[src/rtl/tmr_pkg.sv]
package tmr_pkg;
  localparam int TMR_COUNT = 3;
  localparam int CTRL_W    = 11;
  localparam int ST_W      = 3 * TMR_COUNT;
  localparam int UPDIR_BIT = 9;

  typedef struct packed {
    logic [TMR_COUNT-1:0] loadWe;
    logic [TMR_COUNT-1:0] m1We;
    logic [TMR_COUNT-1:0] m2We;
    logic [TMR_COUNT-1:0] run;
    logic [TMR_COUNT-1:0] useExt;
    logic [TMR_COUNT-1:0] countUp;
  } tmrStrobe_t;

  // fld: 0 run, 1 clock select, 2 wrap-interrupt enable
  function automatic int fieldPos(int layout, int tmr, int fld);
    return ((layout == 0) ? 3 : 4) * tmr + fld;
  endfunction

  function automatic logic [CTRL_W-1:0] ctrlDefMask(int layout);
    logic [CTRL_W-1:0] m;
    m = '0;
    for (int k = 0; k < TMR_COUNT; k++)
      for (int f = 0; f < 3; f++) m[fieldPos(layout, k, f)] = 1'b1;
    if (layout == 0) m[UPDIR_BIT] = 1'b1;
    return m;
  endfunction
endpackage

[src/rtl/tmr_chan.sv]
module tmr_chan #(
  parameter int W = 32
) (
  input  logic         clk,
  input  logic         rstN,
  input  logic         run,
  input  logic         useExt,
  input  logic         countUp,
  input  logic         extTick,
  input  logic         loadWe,
  input  logic         m1We,
  input  logic         m2We,
  input  logic [W-1:0] wrData,
  output logic [W-1:0] cntQ,
  output logic [W-1:0] loadQ,
  output logic [W-1:0] m1Q,
  output logic [W-1:0] m2Q,
  output logic         ovfEv,
  output logic         m1Ev,
  output logic         m2Ev
);
  logic tick;
  logic atEnd;

  always_comb begin
    tick  = run & (~useExt | extTick);
    atEnd = countUp ? (&cntQ) : (cntQ == '0);
    ovfEv = tick & atEnd;
    m1Ev  = run & (cntQ == m1Q);
    m2Ev  = run & (cntQ == m2Q);
  end

  always_ff @(posedge clk) begin
    if (!rstN) begin
      cntQ  <= '0;
      loadQ <= '0;
      m1Q   <= '0;
      m2Q   <= '0;
    end else begin
      if (loadWe) loadQ <= wrData;
      if (m1We)   m1Q   <= wrData;
      if (m2We)   m2Q   <= wrData;
      if (loadWe && !run)
        cntQ <= wrData;
      else if (tick) begin
        if (atEnd)        cntQ <= countUp ? '0 : loadQ;
        else if (countUp) cntQ <= cntQ + 1'b1;
        else              cntQ <= cntQ - 1'b1;
      end
    end
  end

  p_step_r2: assert property (@(posedge clk) disable iff (!rstN)
    (tick && !countUp && !atEnd && !loadWe) |=> cntQ == $past(cntQ) - 1'b1);
  p_reload_r3: assert property (@(posedge clk) disable iff (!rstN)
    (tick && !countUp && cntQ == '0) |=> cntQ == $past(loadQ));
  p_up_wrap_r4: assert property (@(posedge clk) disable iff (!rstN)
    (tick && countUp && (&cntQ)) |=> cntQ == '0);
  p_ext_hold_r5: assert property (@(posedge clk) disable iff (!rstN)
    (run && useExt && !extTick) |=> $stable(cntQ));
  p_freeze_r6: assert property (@(posedge clk) disable iff (!rstN)
    (!run && !loadWe) |=> $stable(cntQ));
endmodule

[src/rtl/tmr_datapath.sv]
module tmr_datapath
  import tmr_pkg::*;
#(
  parameter int W = 32
) (
  input  logic                       clk,
  input  logic                       rstN,
  input  tmrStrobe_t                 stb,
  input  logic [W-1:0]               wrData,
  input  logic [TMR_COUNT-1:0]       extTick,
  output logic [TMR_COUNT-1:0][W-1:0] cntV,
  output logic [TMR_COUNT-1:0][W-1:0] loadV,
  output logic [TMR_COUNT-1:0][W-1:0] m1V,
  output logic [TMR_COUNT-1:0][W-1:0] m2V,
  output logic [TMR_COUNT-1:0]       ovfEv,
  output logic [TMR_COUNT-1:0]       m1Ev,
  output logic [TMR_COUNT-1:0]       m2Ev
);
  for (genvar k = 0; k < TMR_COUNT; k++) begin : g_chan
    tmr_chan #(.W(W)) u_chan (
      .clk     (clk),
      .rstN    (rstN),
      .run     (stb.run[k]),
      .useExt  (stb.useExt[k]),
      .countUp (stb.countUp[k]),
      .extTick (extTick[k]),
      .loadWe  (stb.loadWe[k]),
      .m1We    (stb.m1We[k]),
      .m2We    (stb.m2We[k]),
      .wrData  (wrData),
      .cntQ    (cntV[k]),
      .loadQ   (loadV[k]),
      .m1Q     (m1V[k]),
      .m2Q     (m2V[k]),
      .ovfEv   (ovfEv[k]),
      .m1Ev    (m1Ev[k]),
      .m2Ev    (m2Ev[k])
    );
  end
endmodule

[src/rtl/tmr_ctrl.sv]
module tmr_ctrl
  import tmr_pkg::*;
#(
  parameter int W      = 32,
  parameter int LAYOUT = 0
) (
  input  logic                        clk,
  input  logic                        rstN,
  input  logic                        wrEn,
  input  logic [3:0]                  addr,
  input  logic [CTRL_W-1:0]           wrLow,
  input  logic [TMR_COUNT-1:0][W-1:0] cntV,
  input  logic [TMR_COUNT-1:0][W-1:0] loadV,
  input  logic [TMR_COUNT-1:0][W-1:0] m1V,
  input  logic [TMR_COUNT-1:0][W-1:0] m2V,
  input  logic [TMR_COUNT-1:0]        ovfEv,
  input  logic [TMR_COUNT-1:0]        m1Ev,
  input  logic [TMR_COUNT-1:0]        m2Ev,
  output tmrStrobe_t                  stb,
  output logic [W-1:0]                rdData,
  output logic                        irq
);
  localparam logic [CTRL_W-1:0] DEF_MASK = ctrlDefMask(LAYOUT);
  localparam logic [1:0]        SYS_BANK = 2'(TMR_COUNT);

  logic [CTRL_W-1:0] ctrlQ;
  logic [ST_W-1:0]   statusQ, maskQ;
  logic [ST_W-1:0]   evVec, irqGate;
  logic [1:0]        bank, sel;
  logic              ctrlWe, stWe, maskWe;

  assign bank = addr[3:2];
  assign sel  = addr[1:0];

  always_comb begin
    stb = '0;
    for (int k = 0; k < TMR_COUNT; k++) begin
      stb.run[k]     = ctrlQ[fieldPos(LAYOUT, k, 0)];
      stb.useExt[k]  = ctrlQ[fieldPos(LAYOUT, k, 1)];
      stb.countUp[k] = (LAYOUT == 0) ? ctrlQ[UPDIR_BIT] : 1'b0;
      if (wrEn && bank == 2'(k)) begin
        stb.loadWe[k] = (sel == 2'd1);
        stb.m1We[k]   = (sel == 2'd2);
        stb.m2We[k]   = (sel == 2'd3);
      end
    end
    ctrlWe = wrEn && bank == SYS_BANK && sel == 2'd0;
    stWe   = wrEn && bank == SYS_BANK && sel == 2'd1;
    maskWe = wrEn && bank == SYS_BANK && sel == 2'd2;
  end

  always_comb begin
    for (int k = 0; k < TMR_COUNT; k++) begin
      evVec[3*k]       = m1Ev[k];
      evVec[3*k+1]     = m2Ev[k];
      evVec[3*k+2]     = ovfEv[k];
      irqGate[3*k]     = 1'b1;
      irqGate[3*k+1]   = 1'b1;
      irqGate[3*k+2]   = ctrlQ[fieldPos(LAYOUT, k, 2)];
    end
  end

  always_ff @(posedge clk) begin
    if (!rstN) begin
      ctrlQ   <= '0;
      statusQ <= '0;
      maskQ   <= '1;
    end else begin
      if (ctrlWe) ctrlQ <= wrLow & DEF_MASK;
      if (maskWe) maskQ <= wrLow[ST_W-1:0];
      statusQ <= (statusQ & ~(stWe ? wrLow[ST_W-1:0] : '0)) | evVec;
    end
  end

  assign irq = |(statusQ & ~maskQ & irqGate);

  always_comb begin
    rdData = '0;
    for (int k = 0; k < TMR_COUNT; k++) begin
      if (bank == 2'(k)) begin
        case (sel)
          2'd0:    rdData = cntV[k];
          2'd1:    rdData = loadV[k];
          2'd2:    rdData = m1V[k];
          default: rdData = m2V[k];
        endcase
      end
    end
    if (bank == SYS_BANK) begin
      case (sel)
        2'd0:    rdData = W'(ctrlQ);
        2'd1:    rdData = W'(statusQ);
        2'd2:    rdData = W'(maskQ);
        default: rdData = '0;
      endcase
    end
  end

  p_sticky_r7: assert property (@(posedge clk) disable iff (!rstN)
    (|evVec) |=> ((statusQ & $past(evVec)) == $past(evVec)));
  p_w1c_r8: assert property (@(posedge clk) disable iff (!rstN)
    (stWe && evVec == '0) |=> statusQ == ($past(statusQ) & ~$past(wrLow[ST_W-1:0])));
  p_irq_quiet_r9: assert property (@(posedge clk) disable iff (!rstN)
    (statusQ == '0 || maskQ == '1) |-> !irq);
  p_status_hold_r8: assert property (@(posedge clk) disable iff (!rstN)
    (!stWe && evVec == '0) |=> $stable(statusQ));
endmodule

[src/rtl/tmr_top.sv]
module tmr_top
  import tmr_pkg::*;
#(
  parameter int W      = 32,
  parameter int LAYOUT = 0
) (
  input  logic                 clk,
  input  logic                 rstN,
  input  logic                 wrEn,
  input  logic [3:0]           addr,
  input  logic [W-1:0]         wrData,
  input  logic [TMR_COUNT-1:0] extTick,
  output logic [W-1:0]         rdData,
  output logic                 irq
);
  tmrStrobe_t                  stb;
  logic [TMR_COUNT-1:0][W-1:0] cntV, loadV, m1V, m2V;
  logic [TMR_COUNT-1:0]        ovfEv, m1Ev, m2Ev;

  tmr_datapath #(.W(W)) u_dp (
    .clk     (clk),
    .rstN    (rstN),
    .stb     (stb),
    .wrData  (wrData),
    .extTick (extTick),
    .cntV    (cntV),
    .loadV   (loadV),
    .m1V     (m1V),
    .m2V     (m2V),
    .ovfEv   (ovfEv),
    .m1Ev    (m1Ev),
    .m2Ev    (m2Ev)
  );

  tmr_ctrl #(.W(W), .LAYOUT(LAYOUT)) u_ctrl (
    .clk    (clk),
    .rstN   (rstN),
    .wrEn   (wrEn),
    .addr   (addr),
    .wrLow  (wrData[CTRL_W-1:0]),
    .cntV   (cntV),
    .loadV  (loadV),
    .m1V    (m1V),
    .m2V    (m2V),
    .ovfEv  (ovfEv),
    .m1Ev   (m1Ev),
    .m2Ev   (m2Ev),
    .stb    (stb),
    .rdData (rdData),
    .irq    (irq)
  );
endmodule

[config.mk]
export PLATFORM = sky130hd
export DESIGN_NAME = tmr_top
export DESIGN_NICKNAME = d
export VERILOG_FILES = /design/src/rtl/tmr_pkg.sv /design/src/rtl/tmr_chan.sv /design/src/rtl/tmr_datapath.sv /design/src/rtl/tmr_ctrl.sv /design/src/rtl/tmr_top.sv
export SDC_FILE = /design/constraint.sdc
export NUM_CORES = 1
export LEC_CHECK = 0
export ABC_AREA = 0
export BUFFER_PORTS_ARGS = -buffer_cell sky130_fd_sc_hd__buf_2
export CORE_UTILIZATION = 39
export CTS_CLUSTER_DIAMETER = 200
export DETAILED_ROUTE_END_ITERATION = 8
export SYNTH_ARGS = -nofsm -noshare
export SYNTH_HDL_FRONTEND = slang
export SYNTH_SLANG_ARGS = --single-unit
export TNS_END_PERCENT = 5
[constraint.sdc]
create_clock -name clk -period 13.9 [get_ports clk]
set_clock_uncertainty 0.15 [all_clocks]
set_input_delay 1.39 -clock clk [delete_from_list [all_inputs] [get_ports clk]]
set_output_delay 1.39 -clock clk [all_outputs]
set_load 0.03 [all_outputs]
==> Word-level counts from Yosys, hierarchy flattened <==
Index checks and enable logic that the tools add are counted.
{ "classes": {"addsub": 6, "n_eq_ne": 12, "muxes": 36, "bitwise": 24, "reduce_logical": 25} }
{ "op_table": {"columns": ["cell", "count"], "rows": [
  ["$mux W32", 19],
  ["$pmux W32 S3", 3],
  ["$eq A32 B32 Y1", 6],
  ["$add A32 B1 Y32 const B", 3],
  ["$logic_not A32 Y1", 3],
  ["$reduce_and A32 Y1", 3],
  ["$sub A32 B1 Y32 const B", 3],
  ["$pmux W10 S3", 1],
  ["$and A9 B9 Y9", 3],
  ["$not A9 Y9", 2],
  ["$and A1 B1 Y1", 12],
  ["$mux W1", 12],
  ["$logic_and A1 B1 Y1", 10],
  ["$mux W9", 1],
  ["$or A9 B9 Y9", 1],
  ["$reduce_or A9 Y1", 1],
  ["$eq A2 B2 Y1 const B", 4],
  ["$reduce_bool A2 Y1", 3],
  ["$eq A2 B1 Y1 const B", 2],
  ["$logic_not A2 Y1", 2],
  ["$logic_not A1 Y1", 3],
  ["$not A1 Y1", 3],
  ["$or A1 B1 Y1", 3]
]} }
{ "word_totals": {"register_bits": 412, "inputBits": 42, "out_inout_bits": 33, "elab_cells": 118} }

==> Logic depth before layout (Yosys ltp) <==
{ "depth": {"ltp_word": 7, "depth_mapped": 13, "ltp_nobuf": 11} }

==> By module <==
From an unflattened synthesis, not the netlist that was laid out.
{ "unflattened": {"hier_cells": 3130, "area_unflattened_um2": 27826.7} }
{ "by_module_without_submodules": {"columns": ["mod", "n_inst", "cells_each", "area_each_um2", "seq_area_each_um2"], "rows": [
  ["tmr_chan (u_dp.g_chan[1].u_chan ...)", 2, 886, 7662.3, 2562.5],
  ["tmr_chan (u_dp.g_chan[0].u_chan)", 1, 870, 7776.2, 2562.5],
  ["tmr_ctrl", 1, 488, 4725.8, 560.5]
]} }

==> Worst setup path after synthesis <==
No wires, ideal clock.
{ "synth_timing": {"path_kind": "in2out", "startpoint": "input addr[0]", "endpoint": "output rdData[31]", "arrival_time_ns": 3.611, "required_time_ns": 12.360, "setup_slack_ns": 8.749, "cell_stages": 7, "n_path_buf": 4, "path_cell_list": "clkbuf_1 > buf_2 > buf_1 > clkbuf_1 > mux4_2 > mux2i_1 > o21ai_0"} }
{ "synth_between": {"elab_chain_len": 6, "word_cells_on_any_way": 10, "classes_between": "eq/ne (2); mux (7); reduce/logical (1)"} }
{ "synth_rtl": {"columns": ["item", "line_no", "source"], "rows": [
  ["from (decl)", "tmr_top.sv:10", "input logic [3:0] addr,"],
  ["$eq A2 B2 Y1 (tied with other cells)", "tmr_ctrl.sv:81", "case (sel)"],
  ["$pmux W32 S3", "tmr_ctrl.sv:81", null],
  ["$mux W32 (2 in series)", "tmr_ctrl.sv:80", "if (bank == 2'(k)) begin"],
  ["$mux W32 *", "tmr_ctrl.sv:80", null],
  ["$mux W32 *", "tmr_ctrl.sv:89", "if (bank == SYS_BANK) begin"],
  ["to (decl)", "tmr_top.sv:13", "output logic [W-1:0] rdData,"]
]} }
Mark *: on every way between the ends. The rest lies on a longest branch, timed or not.

==> Worst setup path after layout <==
{ "layout_timing": {"startpoint": "input addr[1]", "endpoint": "output rdData[0]"} }
{ "layout_between": {"elab_chain_len": 6, "word_cells_on_any_way": 11, "classes_between": "eq/ne (2); mux (8); reduce/logical (1)"} }
{ "layout_rtl": {"columns": ["item", "line_no"], "rows": [
  ["$eq A2 B2 Y1 (tied with other cells)", "tmr_ctrl.sv:81, tmr_ctrl.sv:90"],
  ["$pmux W32 S3", "tmr_ctrl.sv:81"],
  ["$mux W32 (3 in series)", "tmr_ctrl.sv:80"],
  ["$mux W32 *", "tmr_ctrl.sv:89"]
]} }
Marks and branches as above.

==> results.md <==
- Post-layout nets: between 3,000 and 4,000
- Max transition margin: 0.226
- Mapped Area: 26,500 um2
- Resize count post-CTS: 0
- Asr flop ratio synth: 0
- Total of max-cap violations: 0
- Hold Path Sink: u_dp.g_chan[2].u_chan.loadQ[8]
- CTS tree: built
- RSZ-0062 raised after global routing: no
- Post-Route WL: roughly 110 mm
- Worst Setup Start Kind: primary input
- Via-to-Cell Ratio: between 6 and 7
- Initial core utilization: 0.394
- Pin count of the biggest net entering global routing: around 140
- Chip width: ~260 um
- Reg2reg end: u_dp.g_chan[0].u_chan.cntQ[31]
- DR DRC count: 0
- First-pass GRT wire length: 160 mm
- Global route hottest layer: met2
- Final Hold Vio Count: 0
- Post-synth top area cell: dfxtp_1
- GRT met2 Usage: 0.451
- Via count: between 20,000 and 30,000
- # Post-CTS Setup Buffers: 0
- Post-synth top flop: dfxtp_1
- Clk_lat worst skew: 600 ps
- Ports: 75
- Reg2reg setup slack: slightly below 9000 ps
- CTS root buf: clkbuf_16
- Fin. max-slew vios: 0
- FF+latch count, synth: 412
- Iter 0 DRT Violations: ~3,500
- Leakage dissipation: roughly 11 nW
- Total global-route track usage: 0.306
- Fill cells: around 6,600
- Routed Antenna Nets: 0
- Finished Cell Area: slightly below 30,000 um2
- WP data arrival: ~4700 ps
- PwrDens: 113 nW/um2
- Sequential fraction of the synthesis area: 0.311
- Worst-case vdd ir drop: ~0.000098 V
- Area growth syn-to-layout: 9.49%
- Worst hold stages: 2
- DR pass1 iterations: 7
- Hold path startpoint: u_dp.g_chan[2].u_chan.loadQ[8]
- F_max: around 0.16 GHz
- Top post-synthesis cells by area: dfxtp_1 31%, nand2_1 11%, mux4_2 8.4%, a21oi_1 7.9%, xnor2_1 7.1%
- R2R cell count: 12
- Crit-path max FO: between 70 and 80
- Hpwl dp: 75.1 mm
- Cts hold-fix bufs: 0
- Die area: between 60,000 and 70,000 um2
- Core Area: approximately 67,000 um2
- Die height: ~260 um
- Total CTS buffers: between 40 and 50
- Met1 GRT Util: 0.424
- Clock Path Buffers: 3
- Status: complete, no violations
- Htree depth: 2
- Wire per inst: between 20 and 30 um
- Placed Area: approximately 27,000 um2
- Slew @ Worst Pin: 1160 ps
- Crit. End Element: primary output
- Mean post-synth cell area: 7.96 um2
- Tmin final: approximately 6200 ps
- Final worst setup slack: around 7700 ps
- Gpl congestion: approximately 0.95
- TNS Setup: 0 ps
- Final period util: 0.449
- RR Startpoint: u_ctrl.ctrlQ[9]
- Layout cells sized above 1: 0.109
- Worst-path clk slew: about 60 ps
- Number of global-route vias before repair: between 20,000 and 25,000
- Buffers on Ports: 74
- Count of cell types in the netlist: between 80 and 90
- Initial antenna violation count: 5
- Total gr overflow: 0
- Critical path class: primary input to primary output
- Worst EP required: roughly 12,000 ps
- GR Util met3: 0.0557
- Post-Place Worst Slack: about 7800 ps
- Syn_nets: between 3,000 and 4,000
- Post-synth EDFFs: 0
- Post-synth top area share: 0.311
- Row count: 95
- Clk sink count: roughly 410
- Yosys warning total: 0
- Setup violations, final: 0
- Cell count after synthesis: between 3,000 and 4,000
- HP Class: flop to flop
==> worst max path at each step <==
| stage | startpoint | slack (ps) | depth (start not counted) | end |
|---|---|---|---|---|
| final | addr[1] | 7660 | 7 | rdData[0] |
| after global routing | addr[1] | 7660 | 7 | rdData[0] |
| after CTS | addr[1] | 7820 | 7 | rdData[0] |
| after detailed placement | addr[1] | 7820 | 7 | rdData[0] |
| after global placement | addr[1] | 7820 | 7 | rdData[0] |
| after floorplan | addr[0] | 8750 | 7 | rdData[31] |
==> critical path: stages <==
cell and delay (ps):
buf_4 590, buf_4 1000, nor2b_1 540, nand2_1 200
o21ai_0 130, mux4_2 570, buf_2 210
==> kinds of logic after synthesis <==
kind of cell | synth area share
flops | 0.311
fa+ha+maj | 0.0448
compound gates | 0.199
xor+xnor | 0.0870
buf+inv | 0.0468
mux | 0.108
simple gates | 0.203
==> stage by stage <==
step,std cells,util,power (mW),hold WS (ps)
CTS,4135,0.432,3.26,325
global route,4135,0.432,3.36,349
floorplan,3327,-,1.69,295
detailed placement,4048,0.406,1.89,317
finish,4137,0.432,3.27,327
global placement,4048,0.406,1.89,313
==> area by class of cell <==
type | instances | area (um2) | share of cell area
diodes | 2 | 5.00 | 0.000173
clock buffers | 64 | 1370 | 0.0473
clock inverters | 23 | 329 | 0.0113
inverters | 40 | 159 | 0.00548
multi-input cells | 2604 | 17100 | 0.589
flip-flops and latches | 412 | 8250 | 0.284
well taps | 873 | 1090 | 0.0377
repair buffers | 119 | 717 | 0.0247
==> state kept, by name, indices dropped and copies added (netlist names) <==
name and cells:
u_ctrl.ctrlQ 10, u_ctrl.maskQ 9, u_ctrl.statusQ 9, u_dp.g_chan.u_chan.cntQ 96, u_dp.g_chan.u_chan.loadQ 96, u_dp.g_chan.u_chan.m1Q 96, u_dp.g_chan.u_chan.m2Q 96
==> placed cells by master, fill, tap and decap left out, drive strengths merged, types with 48 or more instances in the layout <==
cell      n
a21oi   419
a221oi   57
buf     119
clkbuf   64
dfxtp   412
ha       90
mux2i    59
mux4    100
nand2   793
nand3    48
nand4    81
nor2    150
nor4     53
o21ai   103
xnor2   214
xor2     49
==> power by group <==
group | internal, mW | switching (mW) | leakage, nW
Sequential | 1.20 | 0.0306 | 3.33
Clock | 0.841 | 0.550 | 0.845
Combinational | 0.224 | 0.427 | 6.34
==> synthesized netlist by cell type, types with 20 or more instances <==
cell type and n:
and3_1 20, dfxtp_1 412, xor2_1 49, xnor2_1 214, buf_1 21, nand4_1 81
nand2_1 793, nand3_1 48, inv_1 39, clkbuf_1 234, mux2i_1 59, a22oi_1 40
a21oi_1 418, o21ai_0 99, nor3_1 29, mux4_2 99, a221oi_1 56, nor2_1 149
a222oi_1 22, a21o_1 39, ha_1 90, nor4_1 53
==> routing by layer <==
metal	share of wire	up-vias
li1	-	11738
met1	0.41	12513
met2	0.42	1497
met3	0.11	274
met4	0.056	2
met5	0.00012	-
Power figures use the tool's default switching activity.
